File: src/rtl/dis_pkg.sv
package dis_pkg;
  typedef enum logic [1:0] {
    ISSUE_NONE = 2'd0,
    ISSUE_ONE  = 2'd1,
    ISSUE_TWO  = 2'd2
  } issue_e;
endpackage

File: src/rtl/dis_hazard.sv
module dis_hazard #(
  parameter int REG_W  = 5,
  parameter int INSN_W = 33
) (
  input  logic [INSN_W-1:0] older,
  input  logic [INSN_W-1:0] younger,
  output logic              dep
);
  localparam int SA_LO = 0;
  localparam int SB_LO = REG_W;
  localparam int DS_LO = 2 * REG_W;
  localparam int WR_B  = 3 * REG_W;

  logic [REG_W-1:0] o_dst, y_dst, y_sa, y_sb;
  logic             o_wr, y_wr;
  logic             raw, waw;

  always_comb begin
    o_dst = older[DS_LO +: REG_W];
    o_wr  = older[WR_B];
    y_dst = younger[DS_LO +: REG_W];
    y_sa  = younger[SA_LO +: REG_W];
    y_sb  = younger[SB_LO +: REG_W];
    y_wr  = younger[WR_B];
    raw   = o_wr && ((o_dst == y_sa) || (o_dst == y_sb));
    waw   = o_wr && y_wr && (o_dst == y_dst);
    dep   = raw || waw;
  end
endmodule

File: src/rtl/dis_pair_decide.sv
module dis_pair_decide
  import dis_pkg::*;
(
  input  logic       clk,
  input  logic       rst_n,
  input  logic [1:0] q_valid,
  input  logic       young_simple,
  input  logic       dep,
  input  logic       stall,
  input  logic       flush,
  output issue_e     kind,
  output logic [1:0] pop,
  output logic       ld_en,
  output logic [1:0] ld_vld
);
  always_comb begin
    if (!q_valid[0])
      kind = ISSUE_NONE;
    else if (q_valid[1] && young_simple && !dep)
      kind = ISSUE_TWO;
    else
      kind = ISSUE_ONE;
    pop       = (stall || flush) ? 2'd0 : 2'(kind);
    ld_en     = !stall;
    ld_vld[0] = (kind != ISSUE_NONE);
    ld_vld[1] = (kind == ISSUE_TWO);
  end

  // a dual pop never coexists with a detected dependency
  assert_dual_no_dep_R4: assert property (@(posedge clk) disable iff (!rst_n)
    (pop == 2'd2) |-> !dep);
  // a dual pop needs a simple younger entry
  assert_dual_simple_R6: assert property (@(posedge clk) disable iff (!rst_n)
    (pop == 2'd2) |-> young_simple);
endmodule

File: src/rtl/dis_lane_reg.sv
module dis_lane_reg #(
  parameter int INSN_W = 33
) (
  input  logic              clk,
  input  logic              rst_n,
  input  logic              flush,
  input  logic              ld_en,
  input  logic              ld_vld,
  input  logic [INSN_W-1:0] ld_insn,
  output logic              vld_q,
  output logic [INSN_W-1:0] insn_q
);
  logic              vld_d;
  logic [INSN_W-1:0] insn_d;

  always_comb begin
    vld_d  = vld_q;
    insn_d = insn_q;
    if (flush) begin
      vld_d = 1'b0;
    end else if (ld_en) begin
      vld_d = ld_vld;
      if (ld_vld) insn_d = ld_insn;
    end
  end

  always_ff @(posedge clk or negedge rst_n) begin
    if (!rst_n) begin
      vld_q  <= 1'b0;
      insn_q <= '0;
    end else begin
      vld_q  <= vld_d;
      insn_q <= insn_d;
    end
  end

  assert_flush_clears_R9: assert property (@(posedge clk) disable iff (!rst_n)
    flush |=> !vld_q);
  assert_stall_holds_R8: assert property (@(posedge clk) disable iff (!rst_n)
    (!ld_en && !flush) |=> ($stable(vld_q) && $stable(insn_q)));
endmodule

File: src/rtl/dual_issue_steer.sv
module dual_issue_steer
  import dis_pkg::*;
#(
  parameter int REG_W  = 5,
  parameter int TAG_W  = 16,
  parameter int INSN_W = TAG_W + 3 * REG_W + 2
) (
  input  logic              clk,
  input  logic              rst_n,
  input  logic [1:0]        q_valid,
  input  logic [INSN_W-1:0] q0_insn,
  input  logic [INSN_W-1:0] q1_insn,
  input  logic              stall,
  input  logic              flush,
  output logic [1:0]        pop,
  output logic              u_valid,
  output logic [INSN_W-1:0] u_insn,
  output logic              v_valid,
  output logic [INSN_W-1:0] v_insn
);
  localparam int SIMPLE_B = 3 * REG_W + 1;
  localparam int LANES    = 2;

  logic              dep;
  issue_e            kind;
  logic              ld_en;
  logic [LANES-1:0]  ld_vld;
  logic [LANES-1:0]  lane_vld;
  logic [INSN_W-1:0] lane_src  [LANES];
  logic [INSN_W-1:0] lane_insn [LANES];

  dis_hazard #(.REG_W(REG_W), .INSN_W(INSN_W)) u_hazard (
    .older   (q0_insn),
    .younger (q1_insn),
    .dep     (dep)
  );

  dis_pair_decide u_decide (
    .clk          (clk),
    .rst_n        (rst_n),
    .q_valid      (q_valid),
    .young_simple (q1_insn[SIMPLE_B]),
    .dep          (dep),
    .stall        (stall),
    .flush        (flush),
    .kind         (kind),
    .pop          (pop),
    .ld_en        (ld_en),
    .ld_vld       (ld_vld)
  );

  assign lane_src[0] = q0_insn;
  assign lane_src[1] = q1_insn;

  for (genvar g = 0; g < LANES; g++) begin : g_lane
    dis_lane_reg #(.INSN_W(INSN_W)) u_lane (
      .clk     (clk),
      .rst_n   (rst_n),
      .flush   (flush),
      .ld_en   (ld_en),
      .ld_vld  (ld_vld[g]),
      .ld_insn (lane_src[g]),
      .vld_q   (lane_vld[g]),
      .insn_q  (lane_insn[g])
    );
  end

  always_comb begin
    u_valid = lane_vld[0] && !flush;
    v_valid = lane_vld[1] && !flush;
    u_insn  = lane_insn[0];
    v_insn  = lane_insn[1];
  end

  // V never carries work without U beside it (order kept)
  assert_v_implies_u_R3: assert property (@(posedge clk) disable iff (!rst_n)
    v_valid |-> u_valid);
  // no pop while stalled or flushing
  assert_no_pop_blocked_R8: assert property (@(posedge clk) disable iff (!rst_n)
    (stall || flush) |-> (pop == 2'd0));
  // empty head means no pop; never more than two
  assert_pop_bound_R2: assert property (@(posedge clk) disable iff (!rst_n)
    (!q_valid[0] |-> (pop == 2'd0)) and (pop != 2'd3));
  // outputs dark while flush is high
  assert_flush_dark_R9: assert property (@(posedge clk) disable iff (!rst_n)
    flush |-> (!u_valid && !v_valid));
endmodule

File: config.mk
export PLATFORM = sky130hd
export DESIGN_NAME = dual_issue_steer
export DESIGN_NICKNAME = d
export VERILOG_FILES = /design/src/rtl/dis_pkg.sv /design/src/rtl/dis_hazard.sv /design/src/rtl/dis_pair_decide.sv /design/src/rtl/dis_lane_reg.sv /design/src/rtl/dual_issue_steer.sv
export SDC_FILE = /design/constraint.sdc
export NUM_CORES = 1
export LEC_CHECK = 0
export ABC_AREA = 0
export BUFFER_PORTS_ARGS = -buffer_cell sky130_fd_sc_hd__buf_4
export CAP_MARGIN = 25
export CELL_PAD_IN_SITES_DETAIL_PLACEMENT = 0
export CELL_PAD_IN_SITES_GLOBAL_PLACEMENT = 1
export CORE_MARGIN = 3
export CORE_UTILIZATION = 32
export CTS_CLUSTER_DIAMETER = 150
export DETAILED_ROUTE_END_ITERATION = 10
export PLACE_DENSITY_LB_ADDON = 0.1
export SLEW_MARGIN = 10
export SYNTH_ARGS = -nofsm -noshare
export SYNTH_HDL_FRONTEND = slang
export SYNTH_SLANG_ARGS = --single-unit
File: constraint.sdc
create_clock -name clk -period 1.2 [get_ports clk]
set_input_delay 0.12 -clock clk [delete_from_list [all_inputs] [get_ports clk]]
set_output_delay 0.12 -clock clk [all_outputs]
set_load 0.02 [all_outputs]
# == Word-level counts from Yosys, hierarchy flattened ==
# Cells that the tools add are included.
# word_totals
reg_bits,68
in_bits,72
output_inout_bits,70
word_cells,33
# classes
n_eq_ne,5
mux,7
bitwise,2
reduce_logical,15
# op_table
cell,count
== test 5 bit,3
logical AND 1 bit,7
two-way mux 2 bit,3
AND reduction 3 bit,2
two-way mux 1 bit,4
logical OR 1 bit,3
"== test 2 bit, second input constant",1
logical NOT 1 bit,2
"inequality test 2 x 1 -> 1 bit, second input constant",1
inverter 1 bit,2
nonzero test 2 bit,1

# == Depth between registers and ports, before layout ==
# Gate-level depths: netlist (run 1).
# depth
word_depth,11
depth_mapped,6
mapped_depth_nobuf,5

# == Hierarchy ==
# A second synthesis (run 1) with hierarchy kept.
# hier_totals
hier_cells,179
hier_area_um2,3065.4
# modules_own_cells
module,instances,cells_per_inst,area_each_um2
dis_lane_reg,2,73,1402.6
dis_hazard,1,22,171.4
dis_pair_decide,1,9,76.3
dual_issue_steer,1,2,12.5

# == Worst setup path after synthesis (run 1) ==
# OpenSTA, ideal clock, no wires.
# synth_path
path_kind,input-to-reg
startpoint,in flush
endpoint,reg g_lane[1].u_lane.insn_q[0]
setup_time_ns,0.125
arrival_time_ns,1.501
t_required_ns,1.075
path_slack_ns,-0.426
cell_stages,6
path_cell_list,nor3b_1 -> buf_2 -> nand3_1 -> a211oi_4 -> buf_6 -> mux2_4
# synth_via
elab_chain_len,2
# synth_lines
item,line,source
"start, declared",dual_issue_steer.sv:14,"input logic flush,"
inverter 1 bit (no source line),--,
AND reduction 3 bit (no source line),--,
"end signal, assigned",dis_lane_reg.sv:33,insn_q <= insn_d;
"end, declared",dis_lane_reg.sv:11,output logic [INSN_W-1:0] insn_q
# No other way between the ends.
# A chain may end at the register's enable or synchronous reset.

# == Worst setup path after layout (run 1) ==
# layout_path
startpoint,in q1_insn[12]
endpoint,out pop[1]
# layout_via
elab_chain_len,8
# layout_lines
item,line,source
"start, declared",dual_issue_steer.sv:12,"input logic [INSN_W-1:0] q1_insn,"
== test 5 bit,dis_hazard.sv:26,waw = o_wr && y_wr && (o_dst == y_dst);
logical AND 1 bit,dis_hazard.sv:26,
logical OR 1 bit,dis_hazard.sv:27,dep = raw || waw;
logical NOT 1 bit,dis_pair_decide.sv:19,else if (q_valid[1] && young_simple && !dep)
logical AND 1 bit,dis_pair_decide.sv:19,
two-way mux 2 bit,dis_pair_decide.sv:19,
two-way mux 2 bit,dis_pair_decide.sv:17,if (!q_valid[0])
two-way mux 2 bit,dis_pair_decide.sv:23,pop = (stall || flush) ? 2'd0 : 2'(kind);
"end, declared",dual_issue_steer.sv:15,"output logic [1:0] pop,"
# No other way between the ends.

==> impl_metrics.env, run 1 <==
export IMPL_status="complete, but fails checks"
export IMPL_violations="negative setup slack"
export IMPL_clock_skew_ps=0
export IMPL_drc=0
export IMPL_antenna_cells=0
export IMPL_drt_iter0_drc=27
export IMPL_critPathLaunch="q1_insn[12]"
export IMPL_areaGrowthSynthToFinish_pct=69.7
export IMPL_clk_pin_slew_ps=70
export IMPL_rrSetupSlack_ps=420
export IMPL_cp_required_ps=1080
export IMPL_clkPwrFrac_pct=26.4
export IMPL_instances_no_fill=471
export IMPL_relSlewSlack_pct=78.2
export IMPL_hp_class="input port to register"
export IMPL_crit_arrival_ps=1330
export IMPL_nets=434
export IMPL_cts_tree="built"
export IMPL_path_common_cell="buf_8"
export IMPL_dp_worst_setup_slack_ps=-557
export IMPL_antenna_found_initial=0
export IMPL_gp_congestion=0.710
export IMPL_r2r_end="g_lane[0].u_lane.vld_q"
export IMPL_r2r_cells=2
export IMPL_drt_pass1_iter_count=2
export IMPL_die_y_um=100
export IMPL_hp_start="q1_insn[23]"
export IMPL_dp_cells=428
export IMPL_start_util_pct=33.8
export IMPL_r2r_start="g_lane[0].u_lane.vld_q"
export IMPL_ios=142
export IMPL_synthCells=173
export IMPL_finalCriticalPeriod_ps=1450
export IMPL_fin_hold_ws_ps=21.5
export IMPL_dpl_hpwl_um=5300
export IMPL_hold_viol_final=0
export IMPL_power_switching_mw=2.29
export IMPL_synthesis_area_um2=2850
export IMPL_setup_viol=36
export IMPL_p_sw_share_pct=30.0
export IMPL_pwr_density_cell_nw_per_um2=1580
export IMPL_io_buffers=141
export IMPL_p_seq_share_pct=39.9
export IMPL_maxCapViolCount=0
export IMPL_slew_viol_final=0
export IMPL_post_drt_wl_per_cell_um=15.9
export IMPL_drtAntennaViolNets=0
export IMPL_synth_seq_area_share_pct=59.8
export IMPL_wl_um=7510
export IMPL_postSynthAreaPerCell_um2=16.5
export IMPL_ir_worst_vdd_mv=0.740
export IMPL_path_buf_inv=4
export IMPL_critPathLaunchType="input port"
export IMPL_power_frac_comb_pct=33.7
export IMPL_vias=2093
export IMPL_num_rows=33
export IMPL_p_leak_nw=2.30
export IMPL_setup_ws_ps=-252
export IMPL_period_share_pct=121
export IMPL_via_per_inst=4.44
export IMPL_rsz0062_at_grt="yes"
export IMPL_die_area_um2=10100
export IMPL_yosys_warnings=0
export IMPL_coreArea_um2=8420
export IMPL_setup_tns_ps=-7120
export IMPL_grt_pass1_vias=2198
export IMPL_path_class="input port to output port"
export IMPL_h_tree_depth=3
export IMPL_slowest_stage="nor4_2"
export IMPL_synth_net_count=245
export IMPL_die_x_um=100
export IMPL_path_delay_family="simple AND/OR/NAND/NOR gates"
export IMPL_worst_slew_pin_slew_ps=328
export IMPL_whs_endpoint="g_lane[1].u_lane.insn_q[23]"
export IMPL_cp_max_fo=2
export IMPL_fmax_ghz=0.688
export IMPL_end_kind="output port"
export IMPL_grt_overflow_total=0
export IMPL_grt_max_degree=36
export IMPL_drive_above_1_share_pct=71.0
export IMPL_ys_seq_elements=68
export IMPL_grt_pass1_wl_um=11600
export IMPL_p_int_mw=5.35
export IMPL_clockRootBuffer="clkbuf_8"
export IMPL_grt_total_usage_pct=15.0
export IMPL_clock_path_buffers=2
export IMPL_path_cells="buf_8 -> xor2_2 -> nor4_2 -> and3_4 -> a211oi_4 -> buf_6 -> buf_12 -> buf_8"
export IMPL_numCtsBuffers=9
export IMPL_netlist_cell_type_count=20
export IMPL_whs_path_depth=2
export IMPL_insertion_delay_ps=320
export IMPL_clock_sinks=68
export IMPL_max_stage_delay_ps=280
==> metal layers <==
metal	vias up	wire (µm)	track usage [%]	share of wire, %
met1	1005	3050	19.0	41
met5	-	0	0	0
li1	978	-	-	-
met4	0	148	6.22	2.0
met2	95	3670	23.7	49
met3	15	641	4.86	8.5
==> cells in the mapped netlist <==
master	instances	area, µm²
dfrtp_1	68	1700
mux2_2	38	428
mux2_4	27	405
xnor2_1	11	96.3
nand3_1	5	25.0
xor2_1	4	35.0
buf_1	3	11.3
buf_6	3	33.8
a21o_1	2	15.0
nor2b_1	2	12.5
a211oi_4	1	20.0
and2_2	1	7.51
and3_4	1	11.3
buf_2	1	5.00
nand2_1	1	3.75
nor3b_1	1	7.51
nor4_1	1	6.26
o22ai_1	1	6.26
o31a_1	1	8.76
or2_2	1	6.26
==> area by class of cell <==
cell class | instances | area [µm²]
fill | 729 | 3590
sequential | 68 | 1700
timing repair buffer | 185 | 1580
multi-input combinational | 98 | 1210
tap | 105 | 131
clock buffer | 9 | 124
clock inverter | 6 | 88.8
==> power by group through the flow <==
stage	Combinational (mW)	Clock [mW]	Sequential, mW
floorplan	0.649	0	3.67
global placement	2.46	0	3.08
detailed placement	2.48	0	3.08
CTS	2.57	2.10	3.05
global route	2.72	2.20	3.11
finish	2.57	2.02	3.04
==> logic make-up (layout without fill, tap and decap cells) <==
kind of cell / count (synthesis) / count (layout) / synth area share, %
muxes: 65 / 65 / 29.3
buffers and inverters: 7 / 200 / 1.76
DFF: 68 / 68 / 59.8
xor gates and xnor gates: 15 / 15 / 4.62
and+or+nand+nor: 13 / 13 / 2.81
AOI/OAI and AO/OA: 5 / 5 / 1.76
==> worst max path at each step <==
stage,endpoint,slack [ps],cells past startpoint
after detailed placement,g_lane[1].u_lane.insn_q[22],-560,8
after CTS,pop[1],-250,8
final,pop[1],-250,8
after global routing,pop[1],-290,8
after floorplan,g_lane[1].u_lane.insn_q[0],-370,6
after global placement,g_lane[1].u_lane.insn_q[25],-530,7
==> registers in the layout, indices dropped and copies added, names as in the netlist <==
name,cells
g_lane.u_lane.insn_q,66
g_lane.u_lane.vld_q,2
==> worst reg2reg max path: stages (launching register included) <==
cell	delay, ps
dfrtp_1	350
nor2b_1	140
a21o_1	180
==> through the flow <==
| step | total power, mW | util [%] | area [µm²] |
|---|---|---|---|
| after floorplan | 4.32 | - | 2870 |
| after global placement | 5.54 | 49.6 | 4180 |
| after detailed placement | 5.56 | 49.6 | 4180 |
| after CTS | 7.72 | 56.8 | 4780 |
| after global routing | 8.03 | 57.3 | 4830 |
| final | 7.64 | 57.3 | 4830 |
==> cells in the final DEF, fill, tap and decap left out, types with 2 or more instances in the layout <==
cell           count
a21o_1             2
buf_12             4
buf_4            145
buf_6              9
buf_8              4
bufinv_16          2
clkbuf_8           9
clkinvlp_4         2
dfrtp_1           68
dlygate4sd3_1     22
mux2_2            36
mux2_4            29
nand3_2            3
nor2b_1            2
xnor2_1            8
xnor2_2            3
xor2_2             3
==> what timing repair did <==
action | CTS | global route
gates resized for setup | 16 | 17
hold buffers | 21 | 1
setup endpoints to repair | 36 | 36
pin swaps | 5 | 4
gates cloned | 2 | 0
hold endpoints to repair | 88 | 1
buffers inserted | 5 | 1
Power figures use the tool's default switching activity.
==> run 2, diff against run 1 <==
--- a/config.mk
+++ b/config.mk
@@ -15,7 +15,7 @@
 export CTS_CLUSTER_DIAMETER = 150
 export DETAILED_ROUTE_END_ITERATION = 10
 export PLACE_DENSITY_LB_ADDON = 0.1
-export SLEW_MARGIN = 10
+export SLEW_MARGIN = 30
 export SYNTH_ARGS = -nofsm -noshare
 export SYNTH_HDL_FRONTEND = slang
 export SYNTH_SLANG_ARGS = --single-unit
==> constraint.sdc (replaced) <==
create_clock -name clk -period 1.2 [get_ports clk]
set_input_delay 0.24 -clock clk [delete_from_list [all_inputs] [get_ports clk]]
set_output_delay 0.24 -clock clk [all_outputs]
set_load 0.02 [all_outputs]
==> run 2 against run 1 <==
The run still ends with negative setup slack left. Combinational power decreased by 2%. Clock power increased by 18%. Clock-buffer cell count increased by 2. Critical path depth decreased by 1. Hold slack improved by 100 ps. First-iteration DRC count decreased by 37%. Wire length decreased by 1.2%. Register-to-register slack got worse by 120 ps. Flip-flop and latch count unchanged. Cell count decreased by 3.4%. Global-route usage increased by 0.10 points. Core utilization decreased by 1.1 points. Critical path type unchanged. Largest power group unchanged. Highest routed layer unchanged.
==> impl_metrics.env, run 2 (synthesis gave the netlist of run 1 again) <==
export IMPL_grt_total_usage_pct=15.1
export IMPL_largestRegisters="g_lane.u_lane.insn_q (66), g_lane.u_lane.vld_q (2)"
export IMPL_drive_above_1_share_pct=74.3
export IMPL_power_switching_mw=2.29
export IMPL_r2r_cells=3
export IMPL_finalCriticalPeriod_ps=1660
export IMPL_drt_iter0_drc=17
export IMPL_rrSetupSlack_ps=300
export IMPL_period_share_pct=138
export IMPL_h_tree_depth=3
export IMPL_drtAntennaViolNets=0
export IMPL_hp_class="input port to register"
export IMPL_critPathLaunchType="input port"
export IMPL_start_util_pct=33.8
export IMPL_setup_ws_ps=-460
export IMPL_drt_pass1_iter_count=4
export IMPL_relSlewSlack_pct=80.1
export IMPL_whs_path_depth=2
export IMPL_final_cell_mix="buf_4 (144), dfrtp_1 (68), mux2_2 (33)"
export IMPL_setup_viol=37
export IMPL_numCtsBuffers=9
export IMPL_status="complete, but fails checks"
export IMPL_largest_reg_flops=66
export IMPL_vias=2024
export IMPL_die_x_um=100
export IMPL_drc=0
export IMPL_dpl_hpwl_um=5340
export IMPL_clock_skew_ps=0
export IMPL_dp_cells=428
export IMPL_post_drt_wl_per_cell_um=16.3
export IMPL_areaGrowthSynthToFinish_pct=66.5
export IMPL_p_int_mw=5.66
export IMPL_p_total_mw=7.95
export IMPL_cts_tree="built"
export IMPL_instances_no_fill=455
export IMPL_antenna_cells=0
export IMPL_hold_viol_final=0
export IMPL_slowest_stage="nor4_2"
export IMPL_post_route_util_pct=56.3
export IMPL_r2r_end="g_lane[0].u_lane.vld_q"
export IMPL_pwr_density_cell_nw_per_um2=1680
export IMPL_via_per_inst=4.45
export IMPL_p_sw_share_pct=28.8
export IMPL_crit_arrival_ps=1420
export IMPL_clock_path_buffers=2
export IMPL_wl_um=7420
export IMPL_gp_congestion=0.708
export IMPL_coreArea_um2=8420
export IMPL_cp_max_fo=2
export IMPL_num_rows=33
export IMPL_max_stage_delay_ps=290
export IMPL_insertion_delay_ps=330
export IMPL_nets=417
export IMPL_ir_worst_vdd_mv=0.720
export IMPL_largest_register="g_lane.u_lane.insn_q"
export IMPL_clock_sinks=68
export IMPL_grt_max_degree=36
export IMPL_violations="negative setup slack"
export IMPL_hp_start="q1_insn[32]"
export IMPL_io_buffers=141
export IMPL_end_kind="output port"
export IMPL_ios=142
export IMPL_p_seq_share_pct=38.2
export IMPL_path_class="input port to output port"
export IMPL_clockRootBuffer="clkbuf_8"
export IMPL_grt_overflow_total=0
export IMPL_die_y_um=100
export IMPL_power_frac_comb_pct=31.7
export IMPL_antenna_found_initial=0
export IMPL_whs_endpoint="g_lane[1].u_lane.insn_q[32]"
export IMPL_setup_tns_ps=-11640
export IMPL_fmax_ghz=0.602
export IMPL_clkPwrFrac_pct=30.0
export IMPL_layout_commonest_cell="buf_4"
export IMPL_r2r_start="g_lane[0].u_lane.vld_q"
export IMPL_p_leak_nw=2.27
export IMPL_rsz0062_at_grt="yes"
export IMPL_fin_hold_ws_ps=126
export IMPL_die_area_um2=10100
export IMPL_worst_slew_pin_slew_ps=299
export IMPL_clk_pin_slew_ps=80
export IMPL_grt_pass1_wl_um=11600
export IMPL_grt_pass1_vias=2126
export IMPL_cp_required_ps=960
export IMPL_slew_viol_final=0
export IMPL_maxCapViolCount=0
export IMPL_path_cells="buf_8 -> xor2_2 -> nor4_2 -> and3_4 -> and2_4 -> o31a_1 -> buf_6"
[run 2: final cells by class]
class / instances / area, µm²
flip-flops and latches: 68 / 1700
well taps: 105 / 131
multi-input cells: 98 / 1180
repair buffers: 168 / 1460
clock buffers: 11 / 151
clock inverters: 5 / 106
fillers: 724 / 3680
[run 2: repair_timing]
action                                 4_1_cts  5_1_grt
gates resized for setup                     25       17
endpoints found under the hold margin       18        0
hold buffers                                 1        0
gates cloned                                 4        0
setup endpoints to repair                   71       43
pin swaps                                    8        9
buffers inserted                             6        3
[run 2: how the worst max path moves through the flow]
stage / from / to / slack [ps]
3_5_place_dp: q0_insn[13] / g_lane[1].u_lane.insn_q[19] / -680
3_3_place_gp: q0_insn[14] / g_lane[1].u_lane.insn_q[25] / -650
2_1_floorplan: flush / g_lane[1].u_lane.insn_q[0] / -490
4_1_cts: q1_insn[10] / pop[0] / -520
6_report: q1_insn[13] / pop[0] / -460
5_1_grt: q1_insn[13] / pop[0] / -500
[run 2: through the flow]
stage / setup WS [ps] / instance area (µm²)
after global placement: -653 / 4180
after global routing: -503 / 4740
after detailed placement: -677 / 4180
final: -460 / 4740
after CTS: -518 / 4700
after floorplan: -493 / 2870
[run 2: layer usage]
layer / vias up / global-route usage [%] / share of wire [%]
li1: 952 / - / -
met1: 980 / 19.7 / 43
met2: 83 / 23.9 / 48
met3: 9 / 4.31 / 8.2
met4: 0 / 5.91 / 1.3
met5: - / 0 / 0
[run 2: power groups by stage]
stage | Sequential, mW | Combinational (mW) | Clock [mW]
floorplan | 3.67 | 0.649 | 0
global placement | 3.08 | 2.45 | 0
detailed placement | 3.07 | 2.48 | 0
CTS | 3.04 | 2.53 | 2.46
global route | 3.11 | 2.68 | 2.56
finish | 3.04 | 2.52 | 2.39
[run 2: worst max-delay path: cells and delay by family]
kind	cells	cell delay, ps
buf+inv	2	220
xor+xnor	1	160
compound gates	1	120
simple gates	3	680
==> run 3, diff against run 2 <==
--- a/config.mk
+++ b/config.mk
@@ -5,15 +5,16 @@
 export SDC_FILE = /design/constraint.sdc
 export NUM_CORES = 1
 export LEC_CHECK = 0
-export ABC_AREA = 0
+export ABC_AREA = 1
 export BUFFER_PORTS_ARGS = -buffer_cell sky130_fd_sc_hd__buf_4
 export CAP_MARGIN = 25
 export CELL_PAD_IN_SITES_DETAIL_PLACEMENT = 0
 export CELL_PAD_IN_SITES_GLOBAL_PLACEMENT = 1
 export CORE_MARGIN = 3
-export CORE_UTILIZATION = 32
+export CORE_UTILIZATION = 29
 export CTS_CLUSTER_DIAMETER = 150
 export DETAILED_ROUTE_END_ITERATION = 10
+export HOLD_SLACK_MARGIN = 0.08
 export PLACE_DENSITY_LB_ADDON = 0.1
 export SLEW_MARGIN = 30
 export SYNTH_ARGS = -nofsm -noshare
==> run 3 against run 2 <==
Via count up 50%. Flip-flop and latch count unchanged. Sequential power down 2%. Area after synthesis up 6.8%. Hold slack worse by 31 ps. Clock skew unchanged. First-iteration DRC count rose to 7.5 times the previous value. Non-clock buffer count up 23. The flow still finishes with violations (negative setup slack). Synthesized cell count up 120%. Register-to-register slack better by 230 ps. Wire length up 28%. Cell area up 6.6%.
==> impl_metrics.env, run 3 <==
export IMPL_slew_viol_final=0
export IMPL_grt_pass1_vias=2991
export IMPL_vias=3037
export IMPL_relSlewSlack_pct=77.4
export IMPL_synth_top_cell_area_share_pct=56.0
export IMPL_setup_viol=3
export IMPL_whs_endpoint="g_lane[0].u_lane.insn_q[3]"
export IMPL_final_area_um2=5050
export IMPL_areaGrowthSynthToFinish_pct=66.2
export IMPL_drt_iter0_drc=127
export IMPL_seq_area_um2=1700
export IMPL_synth_edff_count=0
export IMPL_worst_slew_pin_slew_ps=339
export IMPL_end_kind="output port"
export IMPL_numCtsBuffers=9
export IMPL_clk_pin_slew_ps=70
export IMPL_power_switching_mw=2.40
export IMPL_netlist_cell_type_count=20
export IMPL_cp_required_ps=960
export IMPL_die_area_um2=11700
export IMPL_grt_max_degree=28
export IMPL_p_sw_share_pct=32.5
export IMPL_yosys_top_cells_count="nand2_1 (188), dfrtp_1 (68), nand4_1 (33)"
export IMPL_setup_ws_ps=-215
export IMPL_post_synth_top_count_cell="nand2_1"
export IMPL_synth_main_ff_cell="dfrtp_1"
export IMPL_p_leak_nw=2.79
export IMPL_pwr_density_cell_nw_per_um2=1460
export IMPL_synth_seq_area_share_pct=56.0
export IMPL_yosys_area_top_type="dfrtp_1"
export IMPL_fin_hold_ws_ps=95.6
export IMPL_gp_congestion=0.775
export IMPL_grt_pass1_wl_um=14900
export IMPL_rsz0062_at_grt="yes"
export IMPL_postSynthAreaPerCell_um2=8.13
export IMPL_ys_seq_elements=68
export IMPL_dp_worst_setup_slack_ps=-335
export IMPL_synthArstFlopShare_pct=100
export IMPL_clock_path_buffers=2
export IMPL_r2r_start="g_lane[0].u_lane.vld_q"
export IMPL_drc=0
export IMPL_hold_viol_final=0
export IMPL_status="complete, but fails checks"
export IMPL_drive_above_1_share_pct=41.1
export IMPL_synthesis_area_um2=3040
export IMPL_h_tree_depth=3
export IMPL_nets=629
export IMPL_grt_overflow_total=0
export IMPL_via_per_inst=4.37
export IMPL_path_class="input port to output port"
export IMPL_clkPwrFrac_pct=29.2
export IMPL_grt_total_usage_pct=16.3
export IMPL_die_y_um=108
export IMPL_coreArea_um2=10000
export IMPL_ys_top_cells_by_area="dfrtp_1 (56%), nand2_1 (23%), nand4_1 (6.8%)"
export IMPL_ios=142
export IMPL_power_frac_comb_pct=30.5
export IMPL_clock_sinks=68
export IMPL_hp_class="input port to register"
export IMPL_placed_area_um2=4410
export IMPL_dp_cells=654
export IMPL_clock_skew_ps=0
export IMPL_whs_path_depth=3
export IMPL_fillCellCount=1000
export IMPL_maxCapViolCount=0
export IMPL_instances_no_fill=695
export IMPL_violations="negative setup slack"
export IMPL_critPathLaunchType="input port"
export IMPL_layout_commonest_cell="nand2_1"
export IMPL_cp_max_fo=2
export IMPL_drt_pass1_iter_count=4
export IMPL_largest_reg_flops=66
export IMPL_wl_um=9490
export IMPL_final_cell_mix="nand2_1 (170), buf_4 (152), dfrtp_1 (68)"
export IMPL_largestRegisters="g_lane.u_lane.insn_q (66), g_lane.u_lane.vld_q (2)"
export IMPL_synthCells=374
export IMPL_dpl_hpwl_um=6750
export IMPL_fmax_ghz=0.707
export IMPL_multiInputGateArea_um2=1210
export IMPL_setup_tns_ps=-418
export IMPL_yosys_warnings=0
export IMPL_r2r_end="g_lane[0].u_lane.vld_q"
export IMPL_start_util_pct=30.4
export IMPL_period_share_pct=118
export IMPL_rrSetupSlack_ps=530
export IMPL_p_int_mw=4.98
export IMPL_num_rows=36
export IMPL_post_drt_wl_per_cell_um=13.7
export IMPL_p_seq_share_pct=40.2
export IMPL_io_buffers=141
export IMPL_cts_tree="built"
export IMPL_synth_net_count=446
export IMPL_antenna_cells=0
export IMPL_r2r_cells=2
export IMPL_antenna_found_initial=0
export IMPL_ir_worst_vdd_mv=0.635
export IMPL_largest_register="g_lane.u_lane.insn_q"
export IMPL_finalCriticalPeriod_ps=1410
export IMPL_die_x_um=108
export IMPL_drtAntennaViolNets=0
export IMPL_crit_arrival_ps=1170
export IMPL_insertion_delay_ps=340
export IMPL_hp_start="q0_insn[3]"
export IMPL_clockRootBuffer="clkbuf_8"
[run 3: cell types whose count changed in the layout (fill, tap and decap cells not counted), sizes merged, moves of 2 or more]
cell         previous run  this run
nand4                   0        34
a21o                    2         0
xor2                    4         0
inv                     1        27
dlygate4sd3             1        21
o21ai                   0         7
nor2b                   2         0
nand2                   1       197
xnor2                  11         2
mux2                   65         0
nor2                    0        13
clkbuf                 11        13
[run 3: what timing repair did]
action                                 4_1_cts  5_1_grt
resized for setup                           14       33
pin swaps                                   10       10
hold buffers                                20        1
buffers inserted                             3        0
gates cloned                                 0        2
setup endpoints to repair                    4       38
endpoints found under the hold margin       39        1
[run 3: cells by family after synthesis]
family,synth area share (%)
flip-flops,56.0
AND/OR/NAND/NOR,35.2
XOR/XNOR,0.576
AO/OA/AOI/OAI,1.32
buffers and inverters,6.96
[run 3: area by class of cell]
type,count,share of cell area (%)
Multi-Input combinational cell,260,24.0
Inverter,27,2.40
Sequential cell,68,33.7
Clock buffer,11,2.80
Tap cell,133,3.29
Timing Repair Buffer,191,32.2
Clock inverter,5,1.66
[run 3: through the flow]
stage          utilization, %  power [mW]
6_report                 50.5        7.38
5_1_grt                  50.5        7.83
4_1_cts                  49.1        7.42
3_5_place_dp             44.1        5.15
3_3_place_gp             44.1        5.13
2_1_floorplan               -        4.00
[run 3: layer usage]
metal  part of all wire [%]  wire length [µm]  up-vias  global-route usage, %
met2                     48              4540       93                   26.1
met1                     43              4100     1394                   21.3
li1                       -                 -     1542                      -
met4                    1.1               106        0                   4.33
met3                    7.8               742        8                   5.43
met5                      0                 0        -                      0
[run 3: power by group through the flow]
stage               Sequential, mW  Clock, mW  Combinational, mW
finish                        2.97       2.16               2.25
global route                  3.03       2.35               2.46
CTS                           2.96       2.23               2.23
detailed placement            2.99          0               2.16
global placement              2.98          0               2.15
floorplan                     3.48          0              0.516
[run 3: worst max path at each step]
stage                      from  endpoint  slack, ps  depth (start not counted)
global placement    q0_insn[10]    pop[0]       -310                         10
floorplan           q0_insn[12]    pop[1]        -80                         10
detailed placement  q0_insn[10]    pop[0]       -330                         10
finish               q1_insn[4]    pop[0]       -210                          7
CTS                 q0_insn[10]    pop[0]       -260                          9
global route        q0_insn[10]    pop[0]       -300                         10
[run 3: worst max-delay path, cell delays in order]
cell     delay, ps
buf_4          120
xnor2_1        200
nand3_1        140
nand3_2        110
nand2_4         70
a21oi_4        160
buf_6          130
